===== src/rtl/rif_pkg.sv =====
package rif_pkg;
  typedef enum logic {
    WS_PASS = 1'b0,
    WS_DROP = 1'b1
  } wstate_e;
endpackage


===== src/rtl/rif_ram.sv =====
module rif_ram #(
  parameter int W     = 9,
  parameter int DEPTH = 8,
  localparam int AW   = $clog2(DEPTH)
) (
  input  logic          clk,
  input  logic          we,
  input  logic [AW-1:0] waddr,
  input  logic [W-1:0]  wdata,
  input  logic [AW-1:0] raddr,
  output logic [W-1:0]  rdata
);
  logic [W-1:0] mem [DEPTH];

  always_ff @(posedge clk) begin
    if (we) mem[waddr] <= wdata;
  end

  assign rdata = mem[raddr];
endmodule


===== src/rtl/rif_flag.sv =====
module rif_flag (
  input  logic clk,
  input  logic rst,
  input  logic set_i,
  input  logic clr_i,
  output logic flag_o
);
  always_ff @(posedge clk) begin
    if (rst)        flag_o <= 1'b0;
    else if (set_i) flag_o <= 1'b1;
    else if (clr_i) flag_o <= 1'b0;
  end

  p_flag_set_r6: assert property (@(posedge clk) disable iff (rst)
    set_i |=> flag_o);
  p_flag_hold_r6: assert property (@(posedge clk) disable iff (rst)
    (!set_i && !clr_i) |=> (flag_o == $past(flag_o)));
endmodule


===== src/rtl/rif_ptrs.sv =====
module rif_ptrs
  import rif_pkg::*;
#(
  parameter int DEPTH = 8,
  localparam int AW   = $clog2(DEPTH),
  localparam int PW   = AW + 1
) (
  input  logic          clk,
  input  logic          rst,
  input  logic          in_valid,
  input  logic          in_last,
  input  logic          pop_req,
  output logic          we,
  output logic [AW-1:0] waddr,
  output logic [AW-1:0] raddr,
  output logic [PW-1:0] level,
  output logic          not_empty,
  output logic          ovf_evt,
  output logic          commit
);
  logic [PW-1:0] wr_q, rd_q, rs_q;
  logic [PW-1:0] wr_d, rd_d, rs_d, rs_adj;
  wstate_e       st_q, st_d;
  logic          full, pop, take, store;

  assign level     = wr_q - rd_q;
  assign full      = (level == PW'(DEPTH));
  assign not_empty = (level != '0);
  assign pop       = pop_req && not_empty;
  assign take      = in_valid && (st_q == WS_PASS);
  assign store     = take && !full;
  assign ovf_evt   = take && full;
  assign commit    = store && in_last;
  assign we        = store;
  assign waddr     = wr_q[AW-1:0];
  assign raddr     = rd_q[AW-1:0];

  // start of the open record moves on when its first word is popped
  assign rs_adj = (pop && (rd_q == rs_q)) ? rs_q + PW'(1) : rs_q;

  always_comb begin
    wr_d = wr_q;
    rs_d = rs_adj;
    st_d = st_q;
    rd_d = pop ? rd_q + PW'(1) : rd_q;
    if (store) begin
      wr_d = wr_q + PW'(1);
      if (in_last) rs_d = wr_q + PW'(1);
    end
    if (ovf_evt) begin
      wr_d = rs_adj;
      rs_d = rs_adj;
      if (!in_last) st_d = WS_DROP;
    end
    if ((st_q == WS_DROP) && in_valid && in_last) st_d = WS_PASS;
  end

  always_ff @(posedge clk) begin
    if (rst) begin
      wr_q <= '0;
      rd_q <= '0;
      rs_q <= '0;
      st_q <= WS_PASS;
    end else begin
      wr_q <= wr_d;
      rd_q <= rd_d;
      rs_q <= rs_d;
      st_q <= st_d;
    end
  end

  p_level_max_r2: assert property (@(posedge clk) disable iff (rst)
    level <= PW'(DEPTH));
  p_full_no_store_r3: assert property (@(posedge clk) disable iff (rst)
    full |-> !we);
  p_drop_hold_r4: assert property (@(posedge clk) disable iff (rst)
    ((st_q == WS_DROP) && in_valid) |=> (wr_q == $past(wr_q)));
  p_rollback_r5: assert property (@(posedge clk) disable iff (rst)
    ovf_evt |=> (wr_q == rs_q));
  p_pop_step_r7: assert property (@(posedge clk) disable iff (rst)
    pop |=> ((rd_q - $past(rd_q)) == PW'(1)));
endmodule


===== src/rtl/rec_in_fifo.sv =====
module rec_in_fifo #(
  parameter int DW    = 8,
  parameter int DEPTH = 8,
  localparam int AW   = $clog2(DEPTH),
  localparam int PW   = AW + 1
) (
  input  logic          clk,
  input  logic          rst,
  input  logic          in_valid,
  input  logic [DW-1:0] in_data,
  input  logic          in_last,
  output logic          in_ack,
  output logic          out_valid,
  output logic [DW-1:0] out_data,
  output logic          out_last,
  input  logic          out_ready,
  output logic          rec_done,
  output logic          ovf_flag,
  input  logic          ovf_clr,
  output logic [PW-1:0] level
);
  logic          we, ovf_evt, commit;
  logic [AW-1:0] waddr, raddr;
  logic [DW:0]   rdata;

  rif_ptrs #(.DEPTH(DEPTH)) u_ptrs (
    .clk(clk), .rst(rst), .in_valid(in_valid), .in_last(in_last),
    .pop_req(out_ready), .we(we), .waddr(waddr), .raddr(raddr),
    .level(level), .not_empty(out_valid), .ovf_evt(ovf_evt), .commit(commit)
  );

  rif_ram #(.W(DW + 1), .DEPTH(DEPTH)) u_ram (
    .clk(clk), .we(we), .waddr(waddr), .wdata({in_last, in_data}),
    .raddr(raddr), .rdata(rdata)
  );

  rif_flag u_flag (
    .clk(clk), .rst(rst), .set_i(ovf_evt), .clr_i(ovf_clr), .flag_o(ovf_flag)
  );

  assign out_data = rdata[DW-1:0];
  assign out_last = rdata[DW];

  always_ff @(posedge clk) begin
    if (rst) begin
      in_ack   <= 1'b0;
      rec_done <= 1'b0;
    end else begin
      in_ack   <= in_valid;
      rec_done <= commit;
    end
  end

  p_ack_every_word_r1: assert property (@(posedge clk) disable iff (rst)
    in_valid |=> in_ack);
  p_done_after_last_r8: assert property (@(posedge clk) disable iff (rst)
    rec_done |-> $past(in_valid && in_last));
endmodule


===== config.mk =====
export PLATFORM = sky130hd
export DESIGN_NAME = rec_in_fifo
export DESIGN_NICKNAME = d
export VERILOG_FILES = /design/src/rtl/rif_pkg.sv /design/src/rtl/rif_ram.sv /design/src/rtl/rif_flag.sv /design/src/rtl/rif_ptrs.sv /design/src/rtl/rec_in_fifo.sv
export SDC_FILE = /design/constraint.sdc
export NUM_CORES = 1
export LEC_CHECK = 0
export BUFFER_PORTS_ARGS = -buffer_cell sky130_fd_sc_hd__buf_2
export CAP_MARGIN = 20
export CELL_PAD_IN_SITES_DETAIL_PLACEMENT = 1
export CELL_PAD_IN_SITES_GLOBAL_PLACEMENT = 2
export CORE_MARGIN = 2
export CORE_UTILIZATION = 47
export CTS_BUF_LIST = sky130_fd_sc_hd__clkbuf_8 sky130_fd_sc_hd__clkbuf_16
export DETAILED_ROUTE_END_ITERATION = 10
export GPL_ROUTABILITY_DRIVEN = 0
export GPL_TIMING_DRIVEN = 0
export HOLD_SLACK_MARGIN = 0.08
export PLACE_DENSITY_LB_ADDON = 0.1
export SLEW_MARGIN = 20
export SYNTH_ARGS = -nofsm -noshare
export SYNTH_HDL_FRONTEND = slang
export SYNTH_SLANG_ARGS = --single-unit

===== constraint.sdc =====
create_clock -name clk -period 5.2 [get_ports clk]
set_input_delay 0.52 -clock clk [delete_from_list [all_inputs] [get_ports clk]]
set_output_delay 0.52 -clock clk [all_outputs]
set_load 0.05 [all_outputs]

==> flow_summary.ini, run 1 <==
[hold_path]
hp-class = in2reg
hold_end = u_ptrs.st_q
min_from = in_valid
hold_path_depth = 2

[clock_network]
holdBufCountCts = 0
cts_buffer_depth = 2
cts-root-buf = clkbuf_8
cts_tree = done
cts_sinks = 91
cts_made_buffers = 9
post_cts_buffers = 0
h-tree-depth = 3
insertion_delay_ns = 0.36
cts_resized = 0
path_clk_slew_ns = 0.09

[global_routing]
grt_pass1_vias = 2291
antenna_found_initial = 0
grt_max_degree = 18
grt_pass1_wl_um = 12720
track_usage_pct = 19.71
overflow = 0

[synth]
muxShareOfSynthArea_pct = 13.80
synth-main-ff-cell = edfxtp_1
syn-instance-count = 245
synth-xor-area-share_pct = 3.604
synthTopCellsByArea = edfxtp_1 56%, mux4_2 10%, dfxtp_1 9.8%
synthTopCellsByCount = 72 x edfxtp_1, 19 x dfxtp_1, 18 x mux4_2, 16 x nor2_1, 11 x nand3_1
synth-edff-count = 72
netlist_area_um2 = 3889
synth_nets = 266
synth_cell_types = 41
synthArstFlopShare_pct = 0
synth_largest_area_cell = edfxtp_1
synth_warnings = 0
synth_top_family_by_area = multiplexers
synth_top_area_share_pct = 55.60
avgSynthCellArea_um2 = 15.87
synth-simple-area-share_pct = 9.202
synth_fa_ha_area_share_pct = 2.445
yosysMostFrequentCell = edfxtp_1
yosysSeqAreaShare_pct = 65.38
ys_ff_latch = 91
synth_compound_area_share_pct = 3.475

[place]
place_area_um2 = 4238
numPortBuffers = 29
dp_hpwl_um = 5796

[power_and_ir_drop]
p_int_uw = 1492
ir_drop_mv = 0.3765
leakage_uw = 0.001529
power_switching_uw = 1156
seq_power_share_pct = 36.7
pwr-share-comb_pct = 46.2
power_density_nw_per_um2 = 599.1
pwr-share-clk_pct = 17.0
switching_share_pct = 43.66

[routing]
wl_per_cell_um = 20.20
vias = 2220
totalWireLength_um = 8100
drtAntennaViolNets = 0
drc = 0
first_iter_violations = 103
first_pass_iters = 4
viasPerCell = 5.536

[worst_setup_path]
rr_worst_depth = 11
cp.arrival_ns = 3.59
crit_slowest_cell = nor4_2
cp.depth = 11
r2r-end = u_ram.mem[1][4]
crit_family = simple AND/OR/NAND/NOR gates
critPathLaunchType = register
rrSetupSlack_ns = 1.66
crit_type = reg2reg
slowest_delay_ns = 0.62
path_cells = inv_1 -> ha_1 -> inv_1 -> fa_1 -> xor2_1 -> or3_4 -> or3_1 -> buf_2 -> nand2_1 -> nor4_2 -> buf_2
crit_path_end_kind = register
r2r-start = u_ptrs.wr_q[0]
cp.required_ns = 5.26
critical_path_buf_inv_count = 4
cp_max_fo = 7

[floorplan]
start_util_pct = 47.81
ios = 31
die-width_um = 94.96
die_y_um = 94.96
core_area_um2 = 8134
num_rows = 33
die_area_um2 = 9017

[layout]
final_cell_area_um2 = 4420
final_nets = 312
insertedDiodeCount = 0
nFillCells = 804
area_delta_synth_final_pct = 13.67
layout-drive-gt1-share_pct = 31.42

[timing]
grt_setup_unrepaired = false
hold_viol = 0
setup_viol = 0
slew_headroom_pct = 50.57
period_share_pct = 67.98
finClkSkew_ns = 0.01216
fmax_mhz = 282.9
tns_ns = 0
hold_ws_ns = 0.3908
period_needed_ns = 3.535
worst_pin_slew_ns = 0.7353
slew_viol_final = 0

[status]
outcome = completed

[flow_run]
cap_violations = 0
-- layout by cell type, fill, tap and decap left out, types with 3 or more instances in the layout --
master	Yosys	final
a211oi_1	4	4
nor3_2	1	3
edfxtp_1	72	72
clkbuf_1	7	7
and3_1	4	4
mux2_2	9	9
inv_1	6	6
mux2i_1	3	3
clkbuf_8	0	9
nor2_1	16	16
nand2_1	7	7
nor2b_1	3	3
mux4_2	18	18
buf_2	5	37
ha_1	6	6
buf_4	0	3
xnor2_1	6	6
dfxtp_1	19	19
and4_1	3	3
a21oi_1	5	5
xor2_1	10	10
nor4_2	0	4
nand3_1	11	11
-- stage by stage --
step	cells	util [%]	setup slack [ns]	total power [µW]
CTS	401	54.35	1.554	2677
floorplan	245	-	1.306	1920
global placement	379	51.21	0.9453	2181
finish	401	54.35	1.665	2648
global route	401	54.35	1.334	2794
detailed placement	385	52.10	1.587	2228
-- metal layers --
metal	vias up	GRT usage, %	part of all wire, %
met3	9	3.591	2.9
met2	42	32.57	51
met5	-	0	0
met1	1128	26.16	45
li1	1041	-	-
met4	0	7.246	1.7
-- worst reg2reg max path: stages (launching register included) --
cell,delay (ns)
dfxtp_1,0.41
inv_1,0.27
ha_1,0.23
inv_1,0.06
fa_1,0.38
xor2_1,0.25
or3_4,0.20
or3_1,0.09
buf_2,0.18
nand2_1,0.22
nor4_2,0.62
buf_2,0.33
-- final cells by class --
type | instances | area [µm²] | area share (%)
plain buffers | 14 | 58.81 | 1.330
clock buffers | 9 | 123.9 | 2.802
clock inverters | 7 | 58.81 | 1.330
inverters | 6 | 22.52 | 0.5095
multi-input cells | 134 | 1300 | 29.41
flip-flops and latches | 91 | 2542 | 57.51
well taps | 105 | 131.4 | 2.972
repair buffers | 35 | 182.7 | 4.132
-- flip-flops by register name (all words and copies together), names as in the netlist, named ones only --
signal	cells
rec_done	1
u_ptrs.rd_q	4
u_ptrs.wr_q	4
u_ptrs.rs_q	4
u_flag.flag_o	1
u_ram.mem	72
in_ack	1
u_ptrs.st_q	1
-- power groups by stage --
stage	registers [µW]	clock network [µW]	logic, µW
floorplan	979	0	942
CTS	975	457	1240
global placement	983	0	1200
global route	985	483	1330
finish	972	451	1220
detailed placement	991	0	1240
-- kinds of logic (layout without fill, tap and decap cells) --
family	after synthesis	after routing
XOR/XNOR	16	16
multiplexers	30	30
flip-flops	91	91
buffers and inverters	20	71
adder cells (fa/ha/maj)	7	7
AND/OR/NAND/NOR	64	64
AO/OA/AOI/OAI	17	17
-- worst max-delay path by stage --
| stage | startpoint | endpoint | slack (ns) |
|---|---|---|---|
| after floorplan | u_ptrs.wr_q[0] | u_ram.mem[0][0] | 1.31 |
| after detailed placement | u_ptrs.wr_q[0] | u_ram.mem[1][1] | 1.59 |
| after CTS | u_ptrs.wr_q[0] | u_ram.mem[1][4] | 1.55 |
| after global routing | u_ptrs.wr_q[0] | u_ram.mem[1][4] | 1.33 |
| after global placement | u_ptrs.wr_q[0] | u_ram.mem[0][7] | 0.95 |
| final | u_ptrs.wr_q[0] | u_ram.mem[1][4] | 1.66 |
(Power assumes the default switching activity.)
==> inputs of run 2 (changes only) <==
--- a/config.mk
+++ b/config.mk
@@ -5,12 +5,13 @@
 export SDC_FILE = /design/constraint.sdc
 export NUM_CORES = 1
 export LEC_CHECK = 0
+export ABC_AREA = 1
 export BUFFER_PORTS_ARGS = -buffer_cell sky130_fd_sc_hd__buf_2
 export CAP_MARGIN = 20
 export CELL_PAD_IN_SITES_DETAIL_PLACEMENT = 1
 export CELL_PAD_IN_SITES_GLOBAL_PLACEMENT = 2
 export CORE_MARGIN = 2
-export CORE_UTILIZATION = 47
+export CORE_UTILIZATION = 35
 export CTS_BUF_LIST = sky130_fd_sc_hd__clkbuf_8 sky130_fd_sc_hd__clkbuf_16
 export DETAILED_ROUTE_END_ITERATION = 10
 export GPL_ROUTABILITY_DRIVEN = 0
==> constraint.sdc (replaced) <==
create_clock -name clk -period 3.1 [get_ports clk]
set_input_delay 0.31 -clock clk [delete_from_list [all_inputs] [get_ports clk]]
set_output_delay 0.31 -clock clk [all_outputs]
set_load 0.05 [all_outputs]
==> run 2 against run 1 <==
Against the previous run: sequential share of layout area down 2.0 points; critical path depth unchanged; sequential power up 56%; utilization down 12 points; worst setup slack worse by 1.4 ns; worst hold slack worse by 0.17 ns; fmax up 24%; first-iteration DRC count up 7.8%; critical endpoint is now u_ram.mem[4][3]; largest cell class unchanged.
==> flow_summary.ini, run 2 <==
[global_routing]
antenna_found_initial = 0
overflow = 0
grt_pass1_vias = 2958
grt_pass1_wl_um = 16160
grt_max_degree = 17
track_usage_pct = 18.29

[routing]
first_pass_iters = 4
vias = 2802
viasPerCell = 5.040
totalWireLength_um = 10130
wl_per_cell_um = 18.22
drtAntennaViolNets = 0
first_iter_violations = 111
drc = 0

[power_and_ir_drop]
p_int_uw = 2400
ir_drop_mv = 0.5174
total_power_uw = 4079
pwr-share-comb_pct = 37.5
switching_share_pct = 41.17
seq_power_share_pct = 37.4
pwr-share-clk_pct = 25.1
power_density_nw_per_um2 = 890.3
leakage_uw = 0.001698
power_switching_uw = 1679

[worst_setup_path]
crit_slowest_cell = fa_1
slowest_delay_ns = 0.56
crit_path_end_kind = register
crit_type = reg2reg
cp.arrival_ns = 2.82
crit_family = simple AND/OR/NAND/NOR gates
cpMostUsedCell = inv_1
cp_max_fo = 9
critical_path_buf_inv_count = 3
critPathLaunchType = register
cp.required_ns = 3.07
path_cells = inv_1 -> ha_1 -> inv_1 -> fa_1 -> or2_4 -> nor2_4 -> nand2_2 -> nand2_4 -> inv_4 -> nand2_1 -> nor2_2

[clock_network]
cts_made_buffers = 9
insertion_delay_ns = 0.34
holdBufCountCts = 0
cts-root-buf = clkbuf_16
path_clk_slew_ns = 0.06
cts_tree = done
cts_sinks = 91
h-tree-depth = 3
cts_buffer_depth = 2

[layout]
nFillCells = 1226
largest_reg_flops = 72
layout_commonest_cell = edfxtp_1
final_nets = 432
area_delta_synth_final_pct = 15.78
top_register = u_ram.mem
final_cell_count_no_fill = 556
insertedDiodeCount = 0
final_cell_mix = 72 x edfxtp_1, 69 x nor2_1, 41 x o21ai_0, 36 x buf_2, 31 x nand2_1
layout-drive-gt1-share_pct = 20.43

[timing]
fmax_mhz = 350.5
finClkSkew_ns = 0.01267
period_needed_ns = 2.853
setup_ws_ns = 0.2467
period_share_pct = 92.04
slew_headroom_pct = 37.83
setup_viol = 0
hold_viol = 0
worst_pin_slew_ns = 0.9292
tns_ns = 0
slew_viol_final = 0
grt_setup_unrepaired = true

[floorplan]
die_area_um2 = 12170
start_util_pct = 36.19
die-width_um = 110.3
core_area_um2 = 10940
num_rows = 38
ios = 31
die_y_um = 110.3

[synth]
synth-main-ff-cell = edfxtp_1
synth_warnings = 0
netlist_area_um2 = 3958
synth_top_area_share_pct = 54.63
yosysMostFrequentCell = nor2_1
syn-instance-count = 370
synthTopCellsByCount = 75 x nor2_1, 72 x edfxtp_1, 41 x o21ai_0, 31 x nand2_1, 25 x inv_1
synth_largest_area_cell = edfxtp_1
yosysSeqAreaShare_pct = 64.24
ys_ff_latch = 91
synth_cell_types = 31
synth_nets = 391
synthArstFlopShare_pct = 0
avgSynthCellArea_um2 = 10.70
synthTopCellsByArea = edfxtp_1 55%, dfxtp_1 9.6%, nor2_1 7.1%
synth-edff-count = 72

[status]
outcome = completed

[place]
numPortBuffers = 30
dp_hpwl_um = 7310
place_inst = 540
dp_slack_ns = -0.01096

[flow_run]
cap_violations = 0

[hold_path]
hp-class = in2reg
[run 2: changes by cell type in the layout (fill, tap and decap cells not counted), sizes merged, moves of 8 or more]
| cell | delta |
|---|---|
| mux2 | -9 |
| a31oi | +8 |
| nor2 | +62 |
| o21ai | +41 |
| inv | +24 |
| a21oi | +10 |
| o22ai | +10 |
| nand2 | +34 |
| mux4 | -18 |
[run 2: cell families (layout without fill, tap and decap cells)]
kind of cell	Yosys count	count (layout)	synth area share, %
XOR/XNOR	7	7	1.549
buffers and inverters	44	90	4.426
AND/OR/NAND/NOR	143	143	16.57
adder cells (fa/ha/maj)	7	7	2.403
flip-flops	91	91	64.24
AO/OA/AOI/OAI	78	78	10.81
[run 2: cell type report]
type                            instances  area [µm²]  area share (%)
Clock buffer                            9       225.2           4.915
Sequential cell                        91        2542           55.49
Tap cell                              140       175.2           3.823
Multi-Input combinational cell        235        1261           27.53
Buffer                                 11       48.80           1.065
Timing Repair Buffer                   30       150.1           3.277
Clock inverter                          7       52.55           1.147
Inverter                               33       126.4           2.758
[run 2: layer usage]
layer / GRT usage, % / up-vias / routed length (µm)
met5: 0 / - / 0
met1: 23.55 / 1391 / 4676
met2: 31.81 / 36 / 5080
li1: - / 1362 / -
met3: 2.881 / 13 / 240
met4: 5.268 / 0 / 133
[run 2: repair_timing]
action	CTS	global route
resized for setup	4	3
setup buffers	0	0
setup endpoints to repair	20	27
[run 2: worst min-delay path, stage by stage]
cell and delay (ns):
buf_2 0.07, inv_1 0.03, nand2_1 0.04, a21oi_1 0.05
[run 2: worst paths after layout]
path             startpoint               to  slack, ns  cells past startpoint
max reg2reg  u_ptrs.wr_q[0]  u_ram.mem[4][3]       0.25                     11
min reg2reg     u_ptrs.st_q      u_ptrs.st_q       0.47                      1
max          u_ptrs.wr_q[0]  u_ram.mem[4][3]       0.25                     11
min                 ovf_clr    u_flag.flag_o       0.22                      4
[run 2: per-stage QoR]
stage	hold slack [ns]	util (%)	area, µm²
floorplan	0.3724	-	3958
global placement	0.4508	39.16	4283
global route	0.2609	41.90	4582
detailed placement	0.4613	39.16	4283
finish	0.2219	41.90	4582
CTS	0.2125	41.80	4571
[run 2: power by group through the flow]
stage,clock network (µW),logic [µW],registers [µW]
global placement,0,1510,1550
CTS,1050,1560,1530
global route,1090,1700,1540
floorplan,0,1140,1540
detailed placement,0,1550,1550
finish,1020,1530,1520
==> inputs of run 3 (changes only) <==
--- a/config.mk
+++ b/config.mk
@@ -5,19 +5,20 @@
 export SDC_FILE = /design/constraint.sdc
 export NUM_CORES = 1
 export LEC_CHECK = 0
-export ABC_AREA = 1
+export ABC_AREA = 0
 export BUFFER_PORTS_ARGS = -buffer_cell sky130_fd_sc_hd__buf_2
 export CAP_MARGIN = 20
 export CELL_PAD_IN_SITES_DETAIL_PLACEMENT = 1
 export CELL_PAD_IN_SITES_GLOBAL_PLACEMENT = 2
 export CORE_MARGIN = 2
-export CORE_UTILIZATION = 35
+export CORE_UTILIZATION = 39
 export CTS_BUF_LIST = sky130_fd_sc_hd__clkbuf_8 sky130_fd_sc_hd__clkbuf_16
 export DETAILED_ROUTE_END_ITERATION = 10
 export GPL_ROUTABILITY_DRIVEN = 0
 export GPL_TIMING_DRIVEN = 0
 export HOLD_SLACK_MARGIN = 0.08
 export PLACE_DENSITY_LB_ADDON = 0.1
+export RECOVER_POWER = 25
 export SLEW_MARGIN = 20
 export SYNTH_ARGS = -nofsm -noshare
 export SYNTH_HDL_FRONTEND = slang
==> run 3 against run 2 <==
Against the previous run: first-iteration DRC count decreased by 29%; critical path type unchanged; die area decreased by 11%; largest cell class unchanged; clock power decreased by 31%; routed wire length decreased by 19%; cell area about the same; sequential power increased by 7%; cell count decreased by 22%; critical path depth decreased by 1.
==> flow_summary.ini, run 3 (synthesis gave the netlist of run 1 again) <==
[worst_setup_path]
cp.required_ns = 3.22
critical_path_buf_inv_count = 4
crit_path_end_kind = register
critPathLaunchType = register
crit_family = simple AND/OR/NAND/NOR gates
startpoint = u_ptrs.wr_q[0]
r2r-start = u_ptrs.wr_q[0]
path_cells = clkinvlp_4 -> ha_1 -> inv_1 -> fa_2 -> or3_4 -> or3_1 -> buf_2 -> nand2_4 -> nor4_4 -> buf_4
slowest_delay_ns = 0.45
cp.arrival_ns = 3.06
cp_max_fo = 7
crit_slowest_cell = fa_2
crit_type = reg2reg

[power_and_ir_drop]
leakage_uw = 0.001555
power_density_nw_per_um2 = 987.8
total_power_uw = 4527
ir_drop_mv = 0.6672

[timing]
finClkSkew_ns = 0.006160
slew_viol_final = 0
slew_headroom_pct = 53.40
hold_viol = 0
grt_setup_unrepaired = false
fmax_mhz = 340.3
setup_viol = 0
worst_pin_slew_ns = 0.6991
period_share_pct = 94.79
period_needed_ns = 2.939

[routing]
drtAntennaViolNets = 0
first_pass_iters = 4
first_iter_violations = 79
totalWireLength_um = 8156
drc = 0
wl_per_cell_um = 18.79
vias = 2212
viasPerCell = 5.097

[floorplan]
die_y_um = 103.9
die_area_um2 = 10790
num_rows = 36
start_util_pct = 39.97
die-width_um = 103.9
ios = 31
core_area_um2 = 9729

[clock_network]
path_clk_slew_ns = 0.08
h-tree-depth = 3
cts_made_buffers = 9
cts-root-buf = clkbuf_8
cts_tree = done
cts_buffer_depth = 2
holdBufCountCts = 0
cts_sinks = 91
insertion_delay_ns = 0.36

[layout]
nFillCells = 1001
layout_commonest_cell = edfxtp_1
area_delta_synth_final_pct = 17.86
final_cell_count_no_fill = 434
insertedDiodeCount = 0
final_nets = 317
top_register = u_ram.mem
final_cell_mix = 72 x edfxtp_1, 28 x buf_2, 18 x mux4_2, 18 x dfxtp_1, 16 x nor2_1
largest_reg_flops = 72
layout-drive-gt1-share_pct = 32.89

[place]
place_inst = 407
dp_hpwl_um = 5344
numPortBuffers = 29

[global_routing]
grt_max_degree = 16
track_usage_pct = 16.42
grt_pass1_vias = 2417
overflow = 0
antenna_found_initial = 0
grt_pass1_wl_um = 13410

[hold_path]
min_from = in_valid
hp-class = in2reg

[flow_run]
cap_violations = 0

[status]
outcome = completed
run 3: changes by cell type in the layout (fill, tap and decap cells not counted), moves of 9 or more:
cell	delta
buf_4	+10
clkbuf_16	-9
clkbuf_8	+9
inv_1	-20
mux2_2	+9
mux4_2	+18
nand2_1	-25
nor2_1	-53
o21ai_0	-40
o22ai_1	-10
run 3: metrics by stage:
step           setup TNS (ns)  hold slack (ns)  cell area, µm²  utilization [%]  setup WS [ns]
6_report                    0           0.1808            4583            47.11         0.1614
5_1_grt                     0           0.1931            4583            47.11       0.006584
4_1_cts                     0           0.1719            4568            46.95        0.06187
3_5_place_dp           -17.41           0.5295            4307            44.26        -0.3401
3_3_place_gp           -16.85           0.5088            4307            44.26        -0.3201
2_1_floorplan               0           0.4056            3995                -        0.02800
run 3: metal layers:
metal	GRT usage [%]	part of all wire (%)	routed length, µm	vias to the layer above
li1	-	-	-	1055
met1	20.53	44	3599	1118
met2	28.01	52	4229	27
met3	2.444	2.2	177	12
met4	8.012	1.8	149	0
met5	0	0	0	-
run 3: worst paths after layout:
check	endpoint	slack [ns]	cells past startpoint
min reg2reg	u_ptrs.st_q	0.54	2
max reg2reg	u_ram.mem[3][4]	0.16	10
min	u_ptrs.st_q	0.18	2
max	u_ram.mem[3][4]	0.16	10
run 3: where the power goes:
part | leakage [µW] | internal (µW) | switching, µW
combinational | 0.000662 | 767 | 1430
clock | 0.0000845 | 287 | 414
sequential | 0.000809 | 1520 | 116
total | 0.00155 | 2570 | 1960
run 3: final cells by class:
cell class | instances | area [µm²] | share of cell area [%]
Clock buffer | 9 | 123.9 | 2.703
Multi-Input combinational cell | 134 | 1385 | 30.22
Clock inverter | 7 | 42.54 | 0.9282
Buffer | 14 | 60.06 | 1.310
Tap cell | 133 | 166.4 | 3.631
Inverter | 6 | 26.28 | 0.5733
Timing Repair Buffer | 40 | 232.7 | 5.078
Sequential cell | 91 | 2546 | 55.56
run 3: timing repair:
item                       CTS  global route
pin swaps                    6             1
resized for setup            7             1
setup buffers               10             1
setup endpoints to repair   76            45
run 3: worst reg2reg max path, delay by kind of cell, from the launching register on:
family,cells,cell delay (ns)
simple gates,4,1.01
fa+ha+maj,2,0.66
buf+inv,4,0.59
flops,1,0.44
